## config.mk

```make
export PLATFORM = sky130hd
export DESIGN_NAME = opr1_unit
export DESIGN_NICKNAME = d
export VERILOG_FILES = /design/src/rtl/opr1_pkg.sv /design/src/rtl/opr1_decode.sv /design/src/rtl/opr1_seq_stage.sv /design/src/rtl/opr1_shift_stage.sv /design/src/rtl/opr1_unit.sv
export SDC_FILE = /design/constraint.sdc
export NUM_CORES = 1
export LEC_CHECK = 0
export BUFFER_PORTS_ARGS = -buffer_cell sky130_fd_sc_hd__buf_4
export CORE_AREA = 4 4 100 102
export CTS_CLUSTER_SIZE = 10
export DETAILED_ROUTE_END_ITERATION = 16
export DIE_AREA = 0 0 104 106
export PLACE_DENSITY = 0.52
export REMOVE_ABC_BUFFERS = 1
export SYNTH_ARGS = -nofsm -noshare
export SYNTH_HDL_FRONTEND = slang
export SYNTH_HIERARCHICAL = 1
export SYNTH_SLANG_ARGS = --single-unit
```

## constraint.sdc

```tcl
create_clock -name clk -period 5 [get_ports clk]
set_input_delay 1 -clock clk [delete_from_list [all_inputs] [get_ports clk]]
set_output_delay 1 -clock clk [all_outputs]
set_load 0.005 [all_outputs]
```

## src/rtl/opr1_pkg.sv

```systemverilog
// Package: shared decode type and control bit positions of the group-1 unit.
// Assumes a word of at least 12 bits; the control field sits in bits 7..0.
package opr1_pkg;

    localparam int unsigned WORD_BITS = 12;
    localparam int unsigned POS_CLR_A = 7;
    localparam int unsigned POS_CLR_L = 6;
    localparam int unsigned POS_INV_A = 5;
    localparam int unsigned POS_INV_L = 4;
    localparam int unsigned POS_ROT_R = 3;
    localparam int unsigned POS_ROT_L = 2;
    localparam int unsigned POS_TWICE = 1;
    localparam int unsigned POS_INC   = 0;
    localparam int unsigned GROUP_BIT = 8;

    typedef struct packed {
        logic grp1;
        logic clr_a;
        logic clr_l;
        logic inv_a;
        logic inv_l;
        logic rot_r;
        logic rot_l;
        logic twice;
        logic inc;
    } opr1_ctl_t;

endpackage

```

## src/rtl/opr1_decode.sv

```systemverilog
// Module: opr1_decode
// Splits an instruction word into group-1 recognition and micro-op enables.
// Assumes the opcode field is the top three bits and the group bit is bit 8.
module opr1_decode
    import opr1_pkg::*;
#(
    parameter int unsigned WORD_W = WORD_BITS
) (
    input  logic [WORD_W-1:0] word,
    output opr1_ctl_t         ctl
);

    localparam int unsigned OPC_LSB = WORD_W - 3;
    localparam logic [2:0]  OPC_OPR = 3'b111;

    // Purpose: recognise the group and pull out each control bit.
    always_comb begin
        ctl.grp1  = (word[WORD_W-1:OPC_LSB] == OPC_OPR) && !word[GROUP_BIT];
        ctl.clr_a = word[POS_CLR_A];
        ctl.clr_l = word[POS_CLR_L];
        ctl.inv_a = word[POS_INV_A];
        ctl.inv_l = word[POS_INV_L];
        ctl.rot_r = word[POS_ROT_R];
        ctl.rot_l = word[POS_ROT_L];
        ctl.twice = word[POS_TWICE];
        ctl.inc   = word[POS_INC];
    end

endmodule

```

## src/rtl/opr1_seq_stage.sv

```systemverilog
// Module: opr1_seq_stage
// Applies, in order: clear acc, clear link, invert acc, invert link, increment.
// Assumes the caller gates the result with group-1 recognition.
module opr1_seq_stage #(
    parameter int unsigned WORD_W = 12
) (
    input  logic              clr_a,
    input  logic              clr_l,
    input  logic              inv_a,
    input  logic              inv_l,
    input  logic              inc,
    input  logic [WORD_W-1:0] acc_i,
    input  logic              link_i,
    output logic [WORD_W-1:0] acc_o,
    output logic              link_o
);

    logic [WORD_W-1:0] acc_clr;
    logic [WORD_W-1:0] acc_inv;
    logic [WORD_W:0]   acc_sum;
    logic              link_clr;
    logic              link_inv;

    // Purpose: clear step for both registers.
    always_comb begin
        acc_clr  = clr_a ? '0 : acc_i;
        link_clr = clr_l ? 1'b0 : link_i;
    end

    // Purpose: inversion step, each register kept to its own width.
    always_comb begin
        acc_inv  = inv_a ? ~acc_clr : acc_clr;
        link_inv = inv_l ? ~link_clr : link_clr;
    end

    // Purpose: increment modulo 2^WORD_W; the carry out inverts the link.
    always_comb begin
        acc_sum = {1'b0, acc_inv} + {{WORD_W{1'b0}}, inc};
        acc_o   = acc_sum[WORD_W-1:0];
        link_o  = link_inv ^ acc_sum[WORD_W];
    end

endmodule

```

## src/rtl/opr1_shift_stage.sv

```systemverilog
// Module: opr1_shift_stage
// Rotates the link:acc pair by one or two places, or swaps acc halves.
// Assumes an even word width; both rotate bits set means no rotation.
module opr1_shift_stage #(
    parameter int unsigned WORD_W = 12
) (
    input  logic              rot_r,
    input  logic              rot_l,
    input  logic              twice,
    input  logic [WORD_W-1:0] acc_i,
    input  logic              link_i,
    output logic [WORD_W-1:0] acc_o,
    output logic              link_o
);

    localparam int unsigned PAIR_W = WORD_W + 1;
    localparam int unsigned HALF_W = WORD_W / 2;

    typedef enum logic [2:0] {
        SH_NONE, SH_R1, SH_R2, SH_L1, SH_L2, SH_SWAP
    } shift_sel_t;

    logic [PAIR_W-1:0] pair;
    logic [PAIR_W-1:0] pair_r1;
    logic [PAIR_W-1:0] pair_r2;
    logic [PAIR_W-1:0] pair_l1;
    logic [PAIR_W-1:0] pair_l2;
    logic [WORD_W-1:0] acc_swp;
    logic [PAIR_W-1:0] pair_out;
    shift_sel_t        sel;

    assign pair = {link_i, acc_i};

    // Rotated copies of the pair, one wire per bit and per distance.
    for (genvar i = 0; i < PAIR_W; i++) begin : g_rot
        assign pair_r1[i] = pair[(i + 1) % PAIR_W];
        assign pair_r2[i] = pair[(i + 2) % PAIR_W];
        assign pair_l1[i] = pair[(i + PAIR_W - 1) % PAIR_W];
        assign pair_l2[i] = pair[(i + PAIR_W - 2) % PAIR_W];
    end

    // Half-word exchange of the accumulator.
    for (genvar j = 0; j < WORD_W; j++) begin : g_swap
        assign acc_swp[j] = acc_i[(j + HALF_W) % WORD_W];
    end

    // Purpose: pick the shift variant from the three control bits.
    always_comb begin
        unique casez ({rot_r, rot_l, twice})
            3'b11?:  sel = SH_NONE;
            3'b100:  sel = SH_R1;
            3'b101:  sel = SH_R2;
            3'b010:  sel = SH_L1;
            3'b011:  sel = SH_L2;
            3'b001:  sel = SH_SWAP;
            default: sel = SH_NONE;
        endcase
    end

    // Purpose: drive the pair from the chosen variant.
    always_comb begin
        case (sel)
            SH_R1:   pair_out = pair_r1;
            SH_R2:   pair_out = pair_r2;
            SH_L1:   pair_out = pair_l1;
            SH_L2:   pair_out = pair_l2;
            SH_SWAP: pair_out = {link_i, acc_swp};
            default: pair_out = pair;
        endcase
        link_o = pair_out[WORD_W];
        acc_o  = pair_out[WORD_W-1:0];
    end

endmodule

```

## src/rtl/opr1_unit.sv

```systemverilog
// Module: opr1_unit (top)
// Executes one group-1 operate word per valid cycle with a one-cycle
// registered result. Words of other groups pass the registers through.
// Assumes the caller holds the inputs only for the cycle in_valid is high.
module opr1_unit
    import opr1_pkg::*;
#(
    parameter int unsigned WORD_W = WORD_BITS
) (
    input  logic              clk,
    input  logic              rst_n,
    input  logic              in_valid,
    input  logic [WORD_W-1:0] instr,
    input  logic [WORD_W-1:0] acc_in,
    input  logic              link_in,
    output logic              out_valid,
    output logic [WORD_W-1:0] acc_out,
    output logic              link_out,
    output logic              recognised
);

    localparam int unsigned HALF_W = WORD_W / 2;

    opr1_ctl_t         ctl;
    logic [WORD_W-1:0] seq_acc;
    logic              seq_link;
    logic [WORD_W-1:0] sh_acc;
    logic              sh_link;
    logic [WORD_W-1:0] nxt_acc;
    logic              nxt_link;

    opr1_decode #(.WORD_W(WORD_W)) u_dec (
        .word (instr),
        .ctl  (ctl)
    );

    opr1_seq_stage #(.WORD_W(WORD_W)) u_seq (
        .clr_a  (ctl.clr_a),
        .clr_l  (ctl.clr_l),
        .inv_a  (ctl.inv_a),
        .inv_l  (ctl.inv_l),
        .inc    (ctl.inc),
        .acc_i  (acc_in),
        .link_i (link_in),
        .acc_o  (seq_acc),
        .link_o (seq_link)
    );

    opr1_shift_stage #(.WORD_W(WORD_W)) u_sh (
        .rot_r  (ctl.rot_r),
        .rot_l  (ctl.rot_l),
        .twice  (ctl.twice),
        .acc_i  (seq_acc),
        .link_i (seq_link),
        .acc_o  (sh_acc),
        .link_o (sh_link)
    );

    // Purpose: choose the computed result or the pass-through values.
    always_comb begin
        nxt_acc  = ctl.grp1 ? sh_acc  : acc_in;
        nxt_link = ctl.grp1 ? sh_link : link_in;
    end

    // Purpose: output registers, loaded only for a valid word.
    always_ff @(posedge clk) begin
        if (!rst_n) begin
            out_valid  <= 1'b0;
            acc_out    <= '0;
            link_out   <= 1'b0;
            recognised <= 1'b0;
        end else begin
            out_valid <= in_valid;
            if (in_valid) begin
                acc_out    <= nxt_acc;
                link_out   <= nxt_link;
                recognised <= ctl.grp1;
            end
        end
    end

    p_valid_follow_r1: assert property (@(posedge clk) disable iff (!rst_n)
        in_valid |=> out_valid);

    p_idle_hold_r1: assert property (@(posedge clk) disable iff (!rst_n)
        !in_valid |=> !out_valid && $stable(acc_out) && $stable(link_out));

    p_recog_r2: assert property (@(posedge clk) disable iff (!rst_n)
        in_valid |=> recognised == ($past(instr[WORD_W-1:WORD_W-3]) == 3'b111
                                    && !$past(instr[GROUP_BIT])));

    p_pass_r3: assert property (@(posedge clk) disable iff (!rst_n)
        in_valid && !ctl.grp1 |=> acc_out == $past(acc_in) && link_out == $past(link_in));

    p_clear_r4: assert property (@(posedge clk) disable iff (!rst_n)
        in_valid && ctl.grp1 && ctl.clr_a && !ctl.inv_a && !ctl.inc
        && !ctl.rot_r && !ctl.rot_l |=> acc_out == '0);

    p_wrap_r6: assert property (@(posedge clk) disable iff (!rst_n)
        in_valid && ctl.grp1 && ctl.inc && !ctl.clr_a && !ctl.clr_l && !ctl.inv_a
        && !ctl.inv_l && !ctl.rot_r && !ctl.rot_l && !ctl.twice && (&acc_in)
        |=> acc_out == '0 && link_out != $past(link_in));

    p_swap_r9: assert property (@(posedge clk) disable iff (!rst_n)
        in_valid && ctl.grp1 && ctl.twice && !ctl.rot_r && !ctl.rot_l && !ctl.clr_a
        && !ctl.clr_l && !ctl.inv_a && !ctl.inv_l && !ctl.inc
        |=> acc_out == {$past(acc_in[HALF_W-1:0]), $past(acc_in[WORD_W-1:HALF_W])}
            && link_out == $past(link_in));

endmodule

```

==> results.md <==
- The highest metal layer with signal wires is met4.
- The post-CTS setup repair buffer count is 0.
- The async set-reset flop share out of synthesis is 0%.
- The leading cell type by number of instances after synthesis is o21ai_0.
- The floorplan has 35 rows.
- After layout, the design draws a total of 462.0 uW.
- Input and output buffers added on the ports amount to 42.
- The worst register-to-register path begins at acc_out[9]$_SDFFE_PN0P_.
- Across the VDD grid, the largest voltage drop is 70.58 uV.
- The most used flip-flop cell after synthesis is dfxtp_1.
- The detail-routed net length per standard cell is 16.10 um.
- Of all nets on the critical path, the largest fanout is 25.
- The path class of the tightest hold or removal check is reg2reg.
- The final-layout fill cell count is ~1000.
- In this run the deepest clock path goes through 2 buffers.
- The number of antenna diodes in the final layout is 0.
- The cell chosen for the clock root is clkbuf_8.
- The insertion delay of the later-clocked pin in the worst-skew pair is around 0.25 ns.
- The x dimension of the die is ~100 um.
- The critical path goes through buf_4, nand2b_1, xnor2_1, ha_1, ha_1, and4bb_1, a32oi_1, nor2_1, xnor2_1, a22oi_1, nor2_2, nor3_1, a222oi_1, mux2i_1, a21oi_1.
- The die boundary height is ~110 um.
- In the synthesized netlist, the cells that appear most often are o21ai_0 (33), a21oi_1 (28), xnor2_1 (24).
- The post-detailed-routing wire length is ~6700 um.
- The end of the worst register-to-register path is acc_out[9]$_SDFFE_PN0P_.
- The overflow left after global routing is 0.
- The worst setup path is captured at a register.
- In this design, the stage delay of the slowest critical-path cell is ~0.55 ns.
- The flow ran to the end, and the final reports show no timing, DRC or antenna violations.
- At the end of the flow, the number of nets in the layout was around 340.
- Of the cells placed in the final design, the portion with a size suffix greater than 1 is about a fifth.
- The number of gates resized after CTS was 0.
- The via count of the first global-routing pass was a little over 2000.
- The wire length of the first global-routing pass is between 10000 and 15000 um.
- For this configuration, the core starts out at a cell density of around 24%.
- Clock-pin slew was measured on the worst setup and hold paths at about 0.060 ns.
- The number of hold violations in the final report is 0.
- Detailed routing inserted a total of between 2000 and 2500 vias.
- The area growth from synthesis to layout is 11.67%.
- The cell with the largest stage delay on the worst path is xnor2_1.
- The worst setup path is of the in2reg kind.
- The data required time of the critical path is roughly 5.2 ns.
- The critical path arrival is 4.22 ns.
- The routed design uses just under 400 um of met3 wire.
- The TritonCTS clock tree is done.
- The actual transition at the worst max-transition pin is 0.9151 ns.
- Entering global routing, the biggest net connects 34 pins.
- The number of max-slew violations in the final report is 0.
- TritonCTS created 3 clock buffers.
- Cells fill between 20% and 30% of the core in the end.
- The number of H-tree levels is 1.
- The floorplan step defined a die boundary enclosing 0.01102 sq mm.
- The detailed-route DRC error count is 0.
- The Yosys step of the flow raised 6 warnings.
- Hold is met by around 0.53 ns.
- The setup total negative slack is 0 ns.
- The length of routed met2 wiring is approximately 3100 um.
- The last weighted congestion value of the routability-driven placer is ~0.91.
- The number of nets still failing antenna checks after routing is 0.
- The minimum clock period is 4.033 ns.
- In this run the standard cell core region covers ~0.009 sq mm.
- In this run the cell area of the synthesized design comes to ~0.0022 sq mm.
- Max-cap violations in this run came to 0.
- The synthesis-stage register bit count is 15.
- The startpoint identified for the worst hold timing path is acc_out[11]$_SDFFE_PN0P_.
- The part of the cycle the worst path needs is slightly above 80%.
- Setup violations remaining at the end of the flow were counted as 0.
- Counting instances, the worst hold path has a depth of 2.
- Setup repair after global routing left no endpoint under its margin.
- The total I/O pin count is 43.
- In the final routing, the length of wire on met1 measures 3184 um.
- The global-route usage over all layers is between 10% and 20%.
- The synthesized design contains 0 enable-type register cells.
- The average footprint of a synthesized cell is roughly 7.7 sq um.
- Yosys attributes the largest share of cell area to dfxtp_1 (13%), xnor2_1 (9.4%), mux2i_1 (8.1%).
- The maximum achievable frequency is 248.0 MHz.
- The cell count after synthesis came out at around 290.
- After synthesis, the largest area contributor takes up between 10% and 20% of total cell area.
- The post-detailed-placement cell area is ~0.0024 sq mm.
- In this run the static leakage power is between 0.0008 and 0.0009 uW.
- CTS saw 15 sinks.
- After routing the design area is 0.002490 sq mm.
- The hold buffer count at cts is 0.
- The number of distinct library cells after synthesis is 52.
- The final HPWL from detailed placement is 4919 um.
- The synthesized design spends more area on one cell type than any other, namely dfxtp_1.
- The sequential element share of the synthesized area is 13.47%.
- The worst hold path terminates at acc_out[11]$_SDFFE_PN0P_.
- The DRC marker count from the first detailed-route iteration is roughly 230.
- STA classifies the critical path startpoint as an input port.
- The ratio of total power to cell area is about 190 mW/mm^2.
- The pre-antenna-repair detailed-routing pass consisted of 4 iterations.
- The number of vias per cell is between 5 and 6.
- The clock arrives with 0 ns of skew.
- The headroom to the max-slew limit is approximately two fifths.
- The worst register-to-register path has a depth of 2.
- The internal reg-to-reg setup slack is ~4.3 ns.
- The initial antenna violation count is 0.
-- report_power, final --
| group | switching [uW] | total (uW) | internal (uW) |
|---|---|---|---|
| logic | 129 | 229 | 99.4 |
| clock network | 44.9 | 101 | 56.5 |
| registers | 4.20 | 132 | 128 |
-- flip-flops by register name, summed over array words and instances, names as in the netlist --
register and flops:
acc_out 12, link_out 1, out_valid 1, recognised 1
-- worst max path at each step --
stage             start                 endpoint  slack (ns)  cells after the start
2_1_floorplan  instr[7]  acc_out[4]$_SDFFE_PN0P_        1.44                     14
3_3_place_gp   instr[7]  acc_out[4]$_SDFFE_PN0P_        0.79                     15
3_5_place_dp   instr[7]  acc_out[4]$_SDFFE_PN0P_        0.75                     15
4_1_cts        instr[7]  acc_out[4]$_SDFFE_PN0P_        0.99                     15
5_1_grt        instr[7]  acc_out[2]$_SDFFE_PN0P_        0.67                     14
6_report       instr[7]  acc_out[4]$_SDFFE_PN0P_        0.97                     15
-- metrics by stage --
step / instances / setup slack, ns
floorplan: 260 / 1.444
global placement: 413 / 0.7864
detailed placement: 413 / 0.7484
CTS: 417 / 0.9907
global route: 417 / 0.6730
finish: 417 / 0.9670
-- kinds of logic after synthesis --
family / count (synthesis) / synth area share [%]
adder cells (fa/ha/maj): 3 / 1.684
flip-flops: 15 / 13.47
AO/OA/AOI/OAI: 93 / 25.70
AND/OR/NAND/NOR: 94 / 22.90
XOR/XNOR: 24 / 9.428
multiplexers: 25 / 14.98
buffers and inverters: 37 / 11.84
-- final cells by class --
| cell class | count | area (sq um) | share of cell area, % |
|---|---|---|---|
| Inverter | 6 | 25.02 | 1.005 |
| Timing Repair Buffer | 42 | 315.3 | 12.66 |
| Clock buffer | 4 | 45.04 | 1.809 |
| Multi-Input combinational cell | 239 | 1665 | 66.88 |
| Tap cell | 111 | 138.9 | 5.578 |
| Sequential cell | 15 | 300.3 | 12.06 |
-- routing by layer --
| metal | global-route usage (%) | vias up |
|---|---|---|
| met5 | 0 | - |
| met4 | 1.899 | 0 |
| met3 | 2.186 | 6 |
| met2 | 19.27 | 62 |
| met1 | 17.11 | 1074 |
| li1 | - | 1091 |
-- placed cells by master, fill, tap and decap left out, types with 3 or more instances in the layout --
| cell | instances |
|---|---|
| a211oi_1 | 4 |
| a21oi_1 | 28 |
| a32oi_1 | 5 |
| and2_1 | 3 |
| and3_1 | 3 |
| buf_4 | 42 |
| clkbuf_8 | 3 |
| dfxtp_1 | 15 |
| ha_1 | 3 |
| inv_1 | 4 |
| mux2i_1 | 18 |
| mux4_2 | 4 |
| nand2_1 | 21 |
| nand2b_1 | 8 |
| nand3_1 | 10 |
| nor2_1 | 13 |
| nor2b_1 | 12 |
| nor3_1 | 7 |
| nor4_1 | 7 |
| o21ai_0 | 33 |
| o21bai_1 | 6 |
| xnor2_1 | 24 |
-- worst max-delay path: cells and delay by family --
kind                       cells  cell delay, ns
xor gates and xnor gates       2            0.70
and+or+nand+nor                5            0.72
muxes                          1            0.12
AOI/OAI and AO/OA              4            1.04
buffers and inverters          1            0.19
adders and majority gates      2            0.43
Note: power is estimated with default switching activity, not from simulation.
